--- src/rtl/uart_ftx_pkg.sv ---
package uart_ftx_pkg;

   localparam int MIN_BITS = 5;
   localparam int MAX_BITS = 8;

   typedef enum logic [2:0] {
      PH_IDLE   = 3'd0,
      PH_START  = 3'd1,
      PH_DATA   = 3'd2,
      PH_PARITY = 3'd3,
      PH_STOP   = 3'd4
   } phase_e;

   typedef enum logic [1:0] {
      PAR_ODD  = 2'd0,
      PAR_EVEN = 2'd1,
      PAR_ONE  = 2'd2,
      PAR_ZERO = 2'd3
   } par_mode_e;

   typedef struct packed {
      logic [MAX_BITS-1:0] data;
      logic [3:0]          nbits;
      logic                par_on;
      logic                par_val;
   } frame_t;

endpackage

--- src/rtl/uart_ftx_frame_calc.sv ---
module uart_ftx_frame_calc
   import uart_ftx_pkg::*;
#(
   parameter int OSR = 16,
   parameter int TW  = 6
) (
   input  logic [MAX_BITS-1:0] in_data,
   input  logic [1:0]          wlen_sel,
   input  logic                stop_sel,
   input  logic                par_en,
   input  logic [1:0]          par_mode,
   output frame_t              frame,
   output logic [TW-1:0]       stop_ticks
);

   logic [3:0]          nbits;
   logic [MAX_BITS-1:0] data_m;
   logic                ones_odd;

   assign nbits = 4'(MIN_BITS) + {2'b00, wlen_sel};

   for (genvar i = 0; i < MAX_BITS; i++) begin : g_mask
      assign data_m[i] = in_data[i] & (4'(i) < nbits);
   end

   assign ones_odd = ^data_m;

   always_comb begin
      frame.data   = data_m;
      frame.nbits  = nbits;
      frame.par_on = par_en;
      unique case (par_mode_e'(par_mode))
         PAR_ODD:  frame.par_val = ~ones_odd;
         PAR_EVEN: frame.par_val = ones_odd;
         PAR_ONE:  frame.par_val = 1'b1;
         default:  frame.par_val = 1'b0;
      endcase
   end

   always_comb begin
      if (!stop_sel)
         stop_ticks = TW'(OSR);
      else if (wlen_sel == 2'd0)
         stop_ticks = TW'(OSR + OSR / 2);
      else
         stop_ticks = TW'(2 * OSR);
   end

endmodule

--- src/rtl/uart_ftx_bit_timer.sv ---
module uart_ftx_bit_timer #(
   parameter int TW = 6
) (
   input  logic          clk,
   input  logic          rst_n,
   input  logic          tick,
   input  logic          restart,
   input  logic          run,
   input  logic [TW-1:0] limit,
   output logic          phase_done
);

   logic [TW-1:0] cnt;

   assign phase_done = run && tick && (cnt == limit - TW'(1));

   always_ff @(posedge clk or negedge rst_n) begin
      if (!rst_n)
         cnt <= '0;
      else if (restart)
         cnt <= '0;
      else if (run && tick)
         cnt <= phase_done ? '0 : cnt + TW'(1);
   end

   // each phase lasts a whole number of ticks: the count never passes its limit
   assert_count_window_R2: assert property (@(posedge clk) disable iff (!rst_n)
      run |-> (cnt < limit));

endmodule

--- src/rtl/uart_frame_tx.sv ---
module uart_frame_tx
   import uart_ftx_pkg::*;
#(
   parameter int OSR = 16
) (
   input  logic       clk,
   input  logic       rst_n,
   input  logic       os_tick,
   input  logic       in_valid,
   output logic       in_ready,
   input  logic [7:0] in_data,
   input  logic [1:0] wlen_sel,
   input  logic       stop_sel,
   input  logic       par_en,
   input  logic [1:0] par_mode,
   input  logic       brk,
   output logic       txd,
   output logic       busy,
   output logic       tx_empty
);

   localparam int TW = $clog2(2 * OSR + 1);

   if (OSR < 4 || (OSR % 2) != 0) begin : g_bad_osr
      $error("uart_frame_tx: OSR must be even and at least 4");
   end

   phase_e              phase;
   logic                hold_full;
   logic [MAX_BITS-1:0] hold_data;
   logic [MAX_BITS-1:0] shreg;
   logic [2:0]          bit_idx;
   logic                line_q;
   frame_t              fr_q;
   frame_t              fr_calc;
   logic [TW-1:0]       stop_q;
   logic [TW-1:0]       stop_calc;
   logic [TW-1:0]       limit;
   logic                accept;
   logic                load;
   logic                done;
   logic                last_data;

   assign busy     = (phase != PH_IDLE);
   assign in_ready = !hold_full && !busy && !brk;
   assign accept   = in_valid && in_ready;
   assign load     = hold_full && os_tick && !busy;
   assign tx_empty = !hold_full && !busy;
   assign txd      = brk ? 1'b0 : line_q;
   assign limit    = (phase == PH_STOP) ? stop_q : TW'(OSR);
   assign last_data = ({1'b0, bit_idx} == fr_q.nbits - 4'd1);

   uart_ftx_frame_calc #(.OSR(OSR), .TW(TW)) u_calc (
      .in_data    (hold_data),
      .wlen_sel   (wlen_sel),
      .stop_sel   (stop_sel),
      .par_en     (par_en),
      .par_mode   (par_mode),
      .frame      (fr_calc),
      .stop_ticks (stop_calc)
   );

   uart_ftx_bit_timer #(.TW(TW)) u_timer (
      .clk        (clk),
      .rst_n      (rst_n),
      .tick       (os_tick),
      .restart    (load),
      .run        (busy),
      .limit      (limit),
      .phase_done (done)
   );

   // holding stage
   always_ff @(posedge clk or negedge rst_n) begin
      if (!rst_n) begin
         hold_full <= 1'b0;
         hold_data <= '0;
      end else if (accept) begin
         hold_full <= 1'b1;
         hold_data <= in_data;
      end else if (load) begin
         hold_full <= 1'b0;
      end
   end

   // frame sequencer
   always_ff @(posedge clk or negedge rst_n) begin
      if (!rst_n) begin
         phase   <= PH_IDLE;
         line_q  <= 1'b1;
         shreg   <= '0;
         bit_idx <= '0;
         fr_q    <= '0;
         stop_q  <= TW'(OSR);
      end else if (load) begin
         phase  <= PH_START;
         line_q <= 1'b0;
         fr_q   <= fr_calc;
         stop_q <= stop_calc;
         shreg  <= fr_calc.data;
      end else if (done) begin
         unique case (phase)
            PH_START: begin
               phase   <= PH_DATA;
               bit_idx <= '0;
               line_q  <= shreg[0];
               shreg   <= shreg >> 1;
            end
            PH_DATA: begin
               if (last_data) begin
                  phase  <= fr_q.par_on ? PH_PARITY : PH_STOP;
                  line_q <= fr_q.par_on ? fr_q.par_val : 1'b1;
               end else begin
                  bit_idx <= bit_idx + 3'd1;
                  line_q  <= shreg[0];
                  shreg   <= shreg >> 1;
               end
            end
            PH_PARITY: begin
               phase  <= PH_STOP;
               line_q <= 1'b1;
            end
            default: begin
               phase  <= PH_IDLE;
               line_q <= 1'b1;
            end
         endcase
      end
   end

   assert_idle_line_high_R2: assert property (@(posedge clk) disable iff (!rst_n)
      (phase == PH_IDLE) |-> line_q);

   assert_start_bit_low_R2: assert property (@(posedge clk) disable iff (!rst_n)
      $rose(busy) |-> !line_q);

   assert_data_index_R1: assert property (@(posedge clk) disable iff (!rst_n)
      (phase == PH_DATA) |-> ({1'b0, bit_idx} < fr_q.nbits));

   assert_accept_blocks_R7: assert property (@(posedge clk) disable iff (!rst_n)
      accept |=> (!in_ready && !tx_empty));

   assert_ends_on_stop_R3: assert property (@(posedge clk) disable iff (!rst_n)
      $fell(busy) |-> $past(line_q));

   assert_load_needs_byte_R8: assert property (@(posedge clk) disable iff (!rst_n)
      $rose(busy) |-> $past(hold_full));

endmodule

--- config.mk ---
export PLATFORM = sky130hd
export DESIGN_NAME = uart_frame_tx
export DESIGN_NICKNAME = d
export VERILOG_FILES = /design/src/rtl/uart_ftx_pkg.sv /design/src/rtl/uart_ftx_frame_calc.sv /design/src/rtl/uart_ftx_bit_timer.sv /design/src/rtl/uart_frame_tx.sv
export SDC_FILE = /design/constraint.sdc
export NUM_CORES = 1
export LEC_CHECK = 0
export ABC_AREA = 1
export ABC_CLOCK_PERIOD_IN_PS = 3420
export BUFFER_PORTS_ARGS = -buffer_cell sky130_fd_sc_hd__buf_2
export CAP_MARGIN = 20
export CORE_ASPECT_RATIO = 0.9
export CORE_UTILIZATION = 46
export DETAILED_ROUTE_END_ITERATION = 8
export GPL_TIMING_DRIVEN = 1
export MAX_ROUTING_LAYER = met4
export PLACE_DENSITY_LB_ADDON = 0.2
export SLEW_MARGIN = 20
export SYNTH_ARGS = -nofsm -noshare
export SYNTH_HDL_FRONTEND = slang
export SYNTH_SLANG_ARGS = --single-unit
--- constraint.sdc ---
create_clock -name clk -period 3.42 [get_ports clk]
set_input_delay 0 -clock clk [delete_from_list [all_inputs] [get_ports clk]]
set_output_delay 0 -clock clk [all_outputs]
set_load 0.02 [all_outputs]
; ---- Yosys cells after proc, flatten, opt, wreduce, memory -nomap -nowiden
; Cells that the tools add are included.
[totals]
regBits = 42
word_cells = 93
[op_classes]
mux = 26
add_sub_neg = 5
order_cmp = 8
n_eq_ne = 11
reduce_logical = 22
bitwise_logic = 10
[ops]
columns = op, count
row1 = two-way mux 6 bit, 6
row2 = two-way mux 8 bit, 3
row3 = < comparator 3 x 4 -> 1 bit (first input constant), 4
row4 = case mux 8 bit (2 select lines), 1
row5 = two-way mux 3 bit, 5
row6 = case mux 3 bit (3 select lines), 1
row7 = AND 1 bit, 8
row8 = < comparator 1 x 4 -> 1 bit (first input constant), 2
row9 = < comparator 2 x 4 -> 1 bit (first input constant), 2
row10 = nonzero test 2 bit, 4
row11 = parity 8 bit, 1
row12 = logical AND 1 bit, 7
row13 = two-way mux 1 bit, 7
row14 = adder 6 x 1 -> 6 bit (second input constant), 1
row15 = equality test 3 x 2 -> 1 bit (second input constant), 2
row16 = equality test 6 bit, 1
row17 = inequality test 3 bit (second input constant), 2
row18 = case mux 3 bit (2 select lines), 1
row19 = nonzero test 3 bit, 2
row20 = subtractor 6 x 1 -> 6 bit (second input constant), 1
row21 = adder 3 x 2 -> 4 bit (first input constant), 1
row22 = equality test 3 x 4 -> 1 bit, 1
row23 = logical NOT 2 bit, 2
row24 = AND reduction 4 bit, 1
row25 = other kinds (13), 16

; ---- Longest topological paths before layout
[depth]
depth_word = 8
depth_mapped = 14

; ---- Cells and area by module
; Synthesis repeated with hierarchy kept, for this count alone.
[unflattened]
hier_cells = 381
area_unflattened_um2 = 2756.4
[modules_own_cells]
columns = mod, area_each_um2, seq_area_each_um2, instances, cells_each
row1 = uart_frame_tx, 1808.0, 903.4, 1, 209
row2 = uart_ftx_bit_timer, 573.0, 150.1, 1, 99
row3 = uart_ftx_frame_calc, 375.4, 0.0, 1, 73

; ---- Worst setup path after synthesis
; Ideal clock, no wire load.
[synth_timing]
kind = register to register
start = register phase[0]
end = register bit_idx[2]
stages_incl_launch_ff = 14
slack_ns = 1.439
setup_time_ns = 0.123
arrival_ns = 1.858
period_less_slack_ns = 1.981
path_buffers = 1
path_cell_list = dfrtp_1 nor2_4 nand3_2 ha_1 inv_1 nand2_1 nand3b_1 nor2_4 nand3_2 nor2_4 nand3_4 buf_6 nand2_1 o21ai_1
[synth_between]
elab_chain_len = 6
[synth_lines]
columns = item, line_no
row1 = start: declaration, uart_frame_tx.sv:28  ; phase_e phase;
row2 = start signal: assignment, uart_frame_tx.sv:111  ; phase <= fr_q.par_on ? PH_PARITY : PH_STOP;
row3 = equality test 3 bit, uart_frame_tx.sv:50  ; assign limit = (phase == PH_STOP) ? stop_q : TW'(OSR);
row4 = two-way mux 6 bit, uart_frame_tx.sv:50
row5 = subtractor 6 x 1 -> 6 bit, uart_ftx_bit_timer.sv:15  ; assign phase_done = run && tick && (cnt == limit - TW'(1));
row6 = equality test 6 bit, uart_ftx_bit_timer.sv:15
row7 = logical AND 1 bit, uart_ftx_bit_timer.sv:15
row8 = AND reduction 4 bit (no source line), -
row9 = end signal: assignment, uart_frame_tx.sv:114  ; bit_idx <= bit_idx + 3'd1;
row10 = end: declaration, uart_frame_tx.sv:32  ; logic [2:0] bit_idx;
; Several ways; a longest one is shown, not always the timed one.
; A chain may end at the register's enable or synchronous reset.

; ---- Worst setup path after layout
[layout_timing]
start = register phase[0]
end = register shreg[3]
[layout_between]
elab_chain_len = 7
[layout_lines]
columns = item, line_no
row1 = equality test 3 bit, uart_frame_tx.sv:50
row2 = two-way mux 6 bit, uart_frame_tx.sv:50
row3 = subtractor 6 x 1 -> 6 bit, uart_ftx_bit_timer.sv:15
row4 = equality test 6 bit, uart_ftx_bit_timer.sv:15
row5 = logical AND 1 bit, uart_ftx_bit_timer.sv:15
row6 = nonzero test 2 bit (no source line), -
row7 = AND reduction 3 bit (no source line), -
row8 = end signal: assignment, uart_frame_tx.sv:100  ; shreg <= fr_calc.data;
row9 = end signal: assignment, uart_frame_tx.sv:107  ; shreg <= shreg >> 1;
row10 = end signal: assignment, uart_frame_tx.sv:116  ; shreg <= shreg >> 1;
row11 = end: declaration, uart_frame_tx.sv:31  ; logic [MAX_BITS-1:0] shreg;
; Several ways; a longest one is shown, not always the timed one. The select of a mux whose other input is x is not followed.

==> flow_metrics.py <==
metrics = {
    "outcome": {
        "status": "complete, no violations",
    },
    "logic_synthesis": {
        "ys_seq_area_share_pct": 41.9,
        "synth_edf_count": 0,
        "async_reset_ff_share_pct": 100,
        "synth_cell_types": 33,
        "synth_top_area_share_pct": 39.7,
        "synth_largest_area_cell": "dfrtp_1",
        "synth.avg_cell_area_um2": 8.00,
        "ys.flop_type": "dfrtp_1",
        "yosys_warnings": 0,
        "ys_ff_latch": 39,
        "synth_nets": 318,
        "synth_area_leaders": "dfrtp_1 (40%), nand2_1 (13%), inv_1 (6.4%)",
        "synthCells": 292,
        "syn-cell-area_um2": 2330,
    },
    "grt": {
        "grt_pass1_wl_um": 7850,
        "gr-usage-met1_pct": 23.8,
        "first_global_vias": 1799,
        "busiest_layer": "met2",
        "grt_util_met2_pct": 32.4,
        "grt_max_degree": 40,
        "gr-usage-met3_pct": 3.55,
        "overflow": 0,
        "antenna_found_initial": 0,
        "grt.total_usage_pct": 19.6,
    },
    "drt": {
        "first_pass_iters": 4,
        "viasPerCell": 4.80,
        "antenna_left": 0,
        "drtIter0Drc": 69,
        "drc_errors": 0,
        "num_vias": 1886,
        "drt-total-wl_um": 4550,
        "wl_per_cell_um": 11.6,
    },
    "timing": {
        "tightest_slew_ns": 0.885,
        "setup_viol": 0,
        "rsz0062_at_grt": "no",
        "finalCritPeriodShare_pct": 65.1,
        "worst_slack_ns": 1.19,
        "hold_slack_ns": 0.0262,
        "period_needed_ns": 2.23,
        "fin_setup_tns_ns": 0,
        "finalHoldViolations": 0,
        "fin_worst_skew_ns": 0.00841,
        "max_freq_mhz": 449,
        "slew_violations": 0,
        "maxSlewHeadroom_pct": 41.0,
    },
    "power": {
        "finalPower_uw": 2000,
        "powerDensity_nw_per_um2": 739,
        "power_leakage_uw": 0.00135,
        "peakVddDrop_v": 0.000443,
    },
    "die": {
        "coreArea_um2": 4860,
        "die_w_um": 77.1,
        "die_area_um2": 5360,
        "io_pins": 23,
        "die_h_um": 69.6,
        "row_count": 24,
        "initial_core_util_pct": 48.0,
    },
    "final_layout": {
        "area_delta_synth_final_pct": 16.0,
        "drive_gt1_share_pct": 18.3,
        "n_antenna_cell": 0,
        "fin_util_pct": 55.7,
        "num-nets-final": 353,
        "final_cell_mix": "nand2_1 (82), inv_1 (40), dfrtp_1 (37), nor2_1 (23), buf_2 (22)",
        "final_common_cell": "nand2_1",
    },
    "placed_design": {
        "place_hpwl_um": 3240,
        "gp_congestion": 0.769,
        "dp_slack_ns": 1.20,
        "io_buffers": 22,
    },
    "cts": {
        "htreeDepth": 2,
        "insertion_delay_ns": 0.30,
        "path_clk_slew_ns": 0.09,
        "cts_buffers": 5,
        "tritoncts": "built",
        "clock-root-buffer": "clkbuf_8",
        "cts_buffer_depth": 2,
        "clock_sinks": 39,
    },
    "min_path": {
        "holdCritPathClass": "input port to register",
    },
    "setup_path": {
        "path_cells": "nor2_4 -> nand3_2 -> ha_1 -> inv_1 -> nand2_1 -> nand3b_1 -> nor2_4 -> nand3_2 -> nor2_4 -> nand3_4 -> nand2_2 -> nand2_1 -> nand2_1",
        "path_class": "register to register",
        "slowest_stage": "dfrtp_1",
        "cp_data_required_time_ns": 3.66,
        "cp-start-kind": "register",
        "cp-end-kind": "register",
        "crit_family": "simple AND/OR/NAND/NOR gates",
        "cp.arrival_ns": 2.47,
        "critPathMaxFanout": 12,
        "path_buf_inv": 1,
        "max_stage_delay_ns": 0.42,
    },
    "flow_run": {
        "cap_violations": 0,
    },
}
[final cells by class]
class	count	area (µm²)
timing repair buffer	35	238
fill	465	2160
sequential	39	978
multi-input combinational	204	1150
clock inverter	2	16.3
clock buffer	6	82.6
inverter	42	158
tap	65	81.3
[worst register-to-register path, stage by stage (launching register included)]
cell	delay (ns)
dfrtp_1	0.42
nor2_4	0.24
nand3_2	0.10
ha_1	0.31
inv_1	0.04
nand2_1	0.05
nand3b_1	0.11
nor2_4	0.12
nand3_2	0.09
nor2_4	0.14
nand3_4	0.21
nand2_2	0.20
nand2_1	0.07
nand2_1	0.06
[flip-flops by register name, indices dropped and copies added (netlist names)]
name / cells
fr_q: 6
hold_full: 1
u_timer.cnt: 6
bit_idx: 3
hold_data: 8
line_q: 1
phase: 3
stop_q: 3
shreg: 8
[worst paths after layout]
kind | start | endpoint | slack (ns) | cells past startpoint
worst max register to register | phase[0]$_DFFE_PN0P_ | shreg[3]$_DFFE_PN0P_ | 1.19 | 13
worst min register to register | fr_q[0]$_DFFE_PN0P_ | fr_q[0]$_DFFE_PN0P_ | 0.50 | 2
worst max-delay path | phase[0]$_DFFE_PN0P_ | shreg[3]$_DFFE_PN0P_ | 1.19 | 13
worst min-delay path | wlen_sel[0] | fr_q[2]$_DFFE_PN0P_ | 0.03 | 4
min in group asynchronous | rst_n | phase[2]$_DFFE_PN0P_ | 0.36 | 2
max in group asynchronous | rst_n | u_timer.cnt[3]$_DFFE_PN0P_ | 2.50 | 2
[layer usage]
layer,up-vias,share of wire (%)
met3,7,2.9
met4,0,1.5
met5,-,0
met2,27,47
li1,992,-
met1,860,49
[metrics by stage]
| stage | instances | area (µm²) |
|---|---|---|
| floorplan | 292 | 2330 |
| global placement | 373 | 2490 |
| detailed placement | 373 | 2490 |
| CTS | 393 | 2710 |
| global route | 393 | 2710 |
| finish | 393 | 2710 |
[cells by family (layout without fill, tap and decap cells)]
group / after synthesis / count (layout) / synth area share, %
XOR/XNOR: 9 / 9 / 3.38
buffers and inverters: 49 / 85 / 8.63
adder cells (fa/ha/maj): 7 / 7 / 3.75
flip-flops: 39 / 39 / 41.9
multiplexers: 2 / 2 / 0.965
AND/OR/NAND/NOR: 150 / 150 / 33.1
AO/OA/AOI/OAI: 36 / 36 / 8.31
[timing repair]
action	CTS	global route
resized for setup	0	0
endpoints found under the hold margin	48	0
setup buffers	0	0
hold buffers	12	0
[cell usage after synthesis (3+ instances only)]
| master | count |
|---|---|
| a21oi_1 | 9 |
| nand3_2 | 11 |
| nand3_1 | 14 |
| buf_2 | 5 |
| nor2_1 | 23 |
| xor2_1 | 4 |
| dfrtp_1 | 37 |
| o21ai_0 | 10 |
| nor2_4 | 3 |
| nand2_1 | 82 |
| ha_1 | 7 |
| xnor2_1 | 5 |
| o21ai_1 | 13 |
| inv_1 | 40 |
[power by group]
| part | switching [µW] | internal [µW] | total [µW] |
|---|---|---|---|
| clock network | 176 | 165 | 341 |
| logic | 542 | 336 | 878 |
| registers | 144 | 639 | 783 |
No activity file was read; power rests on OpenSTA's default activity.
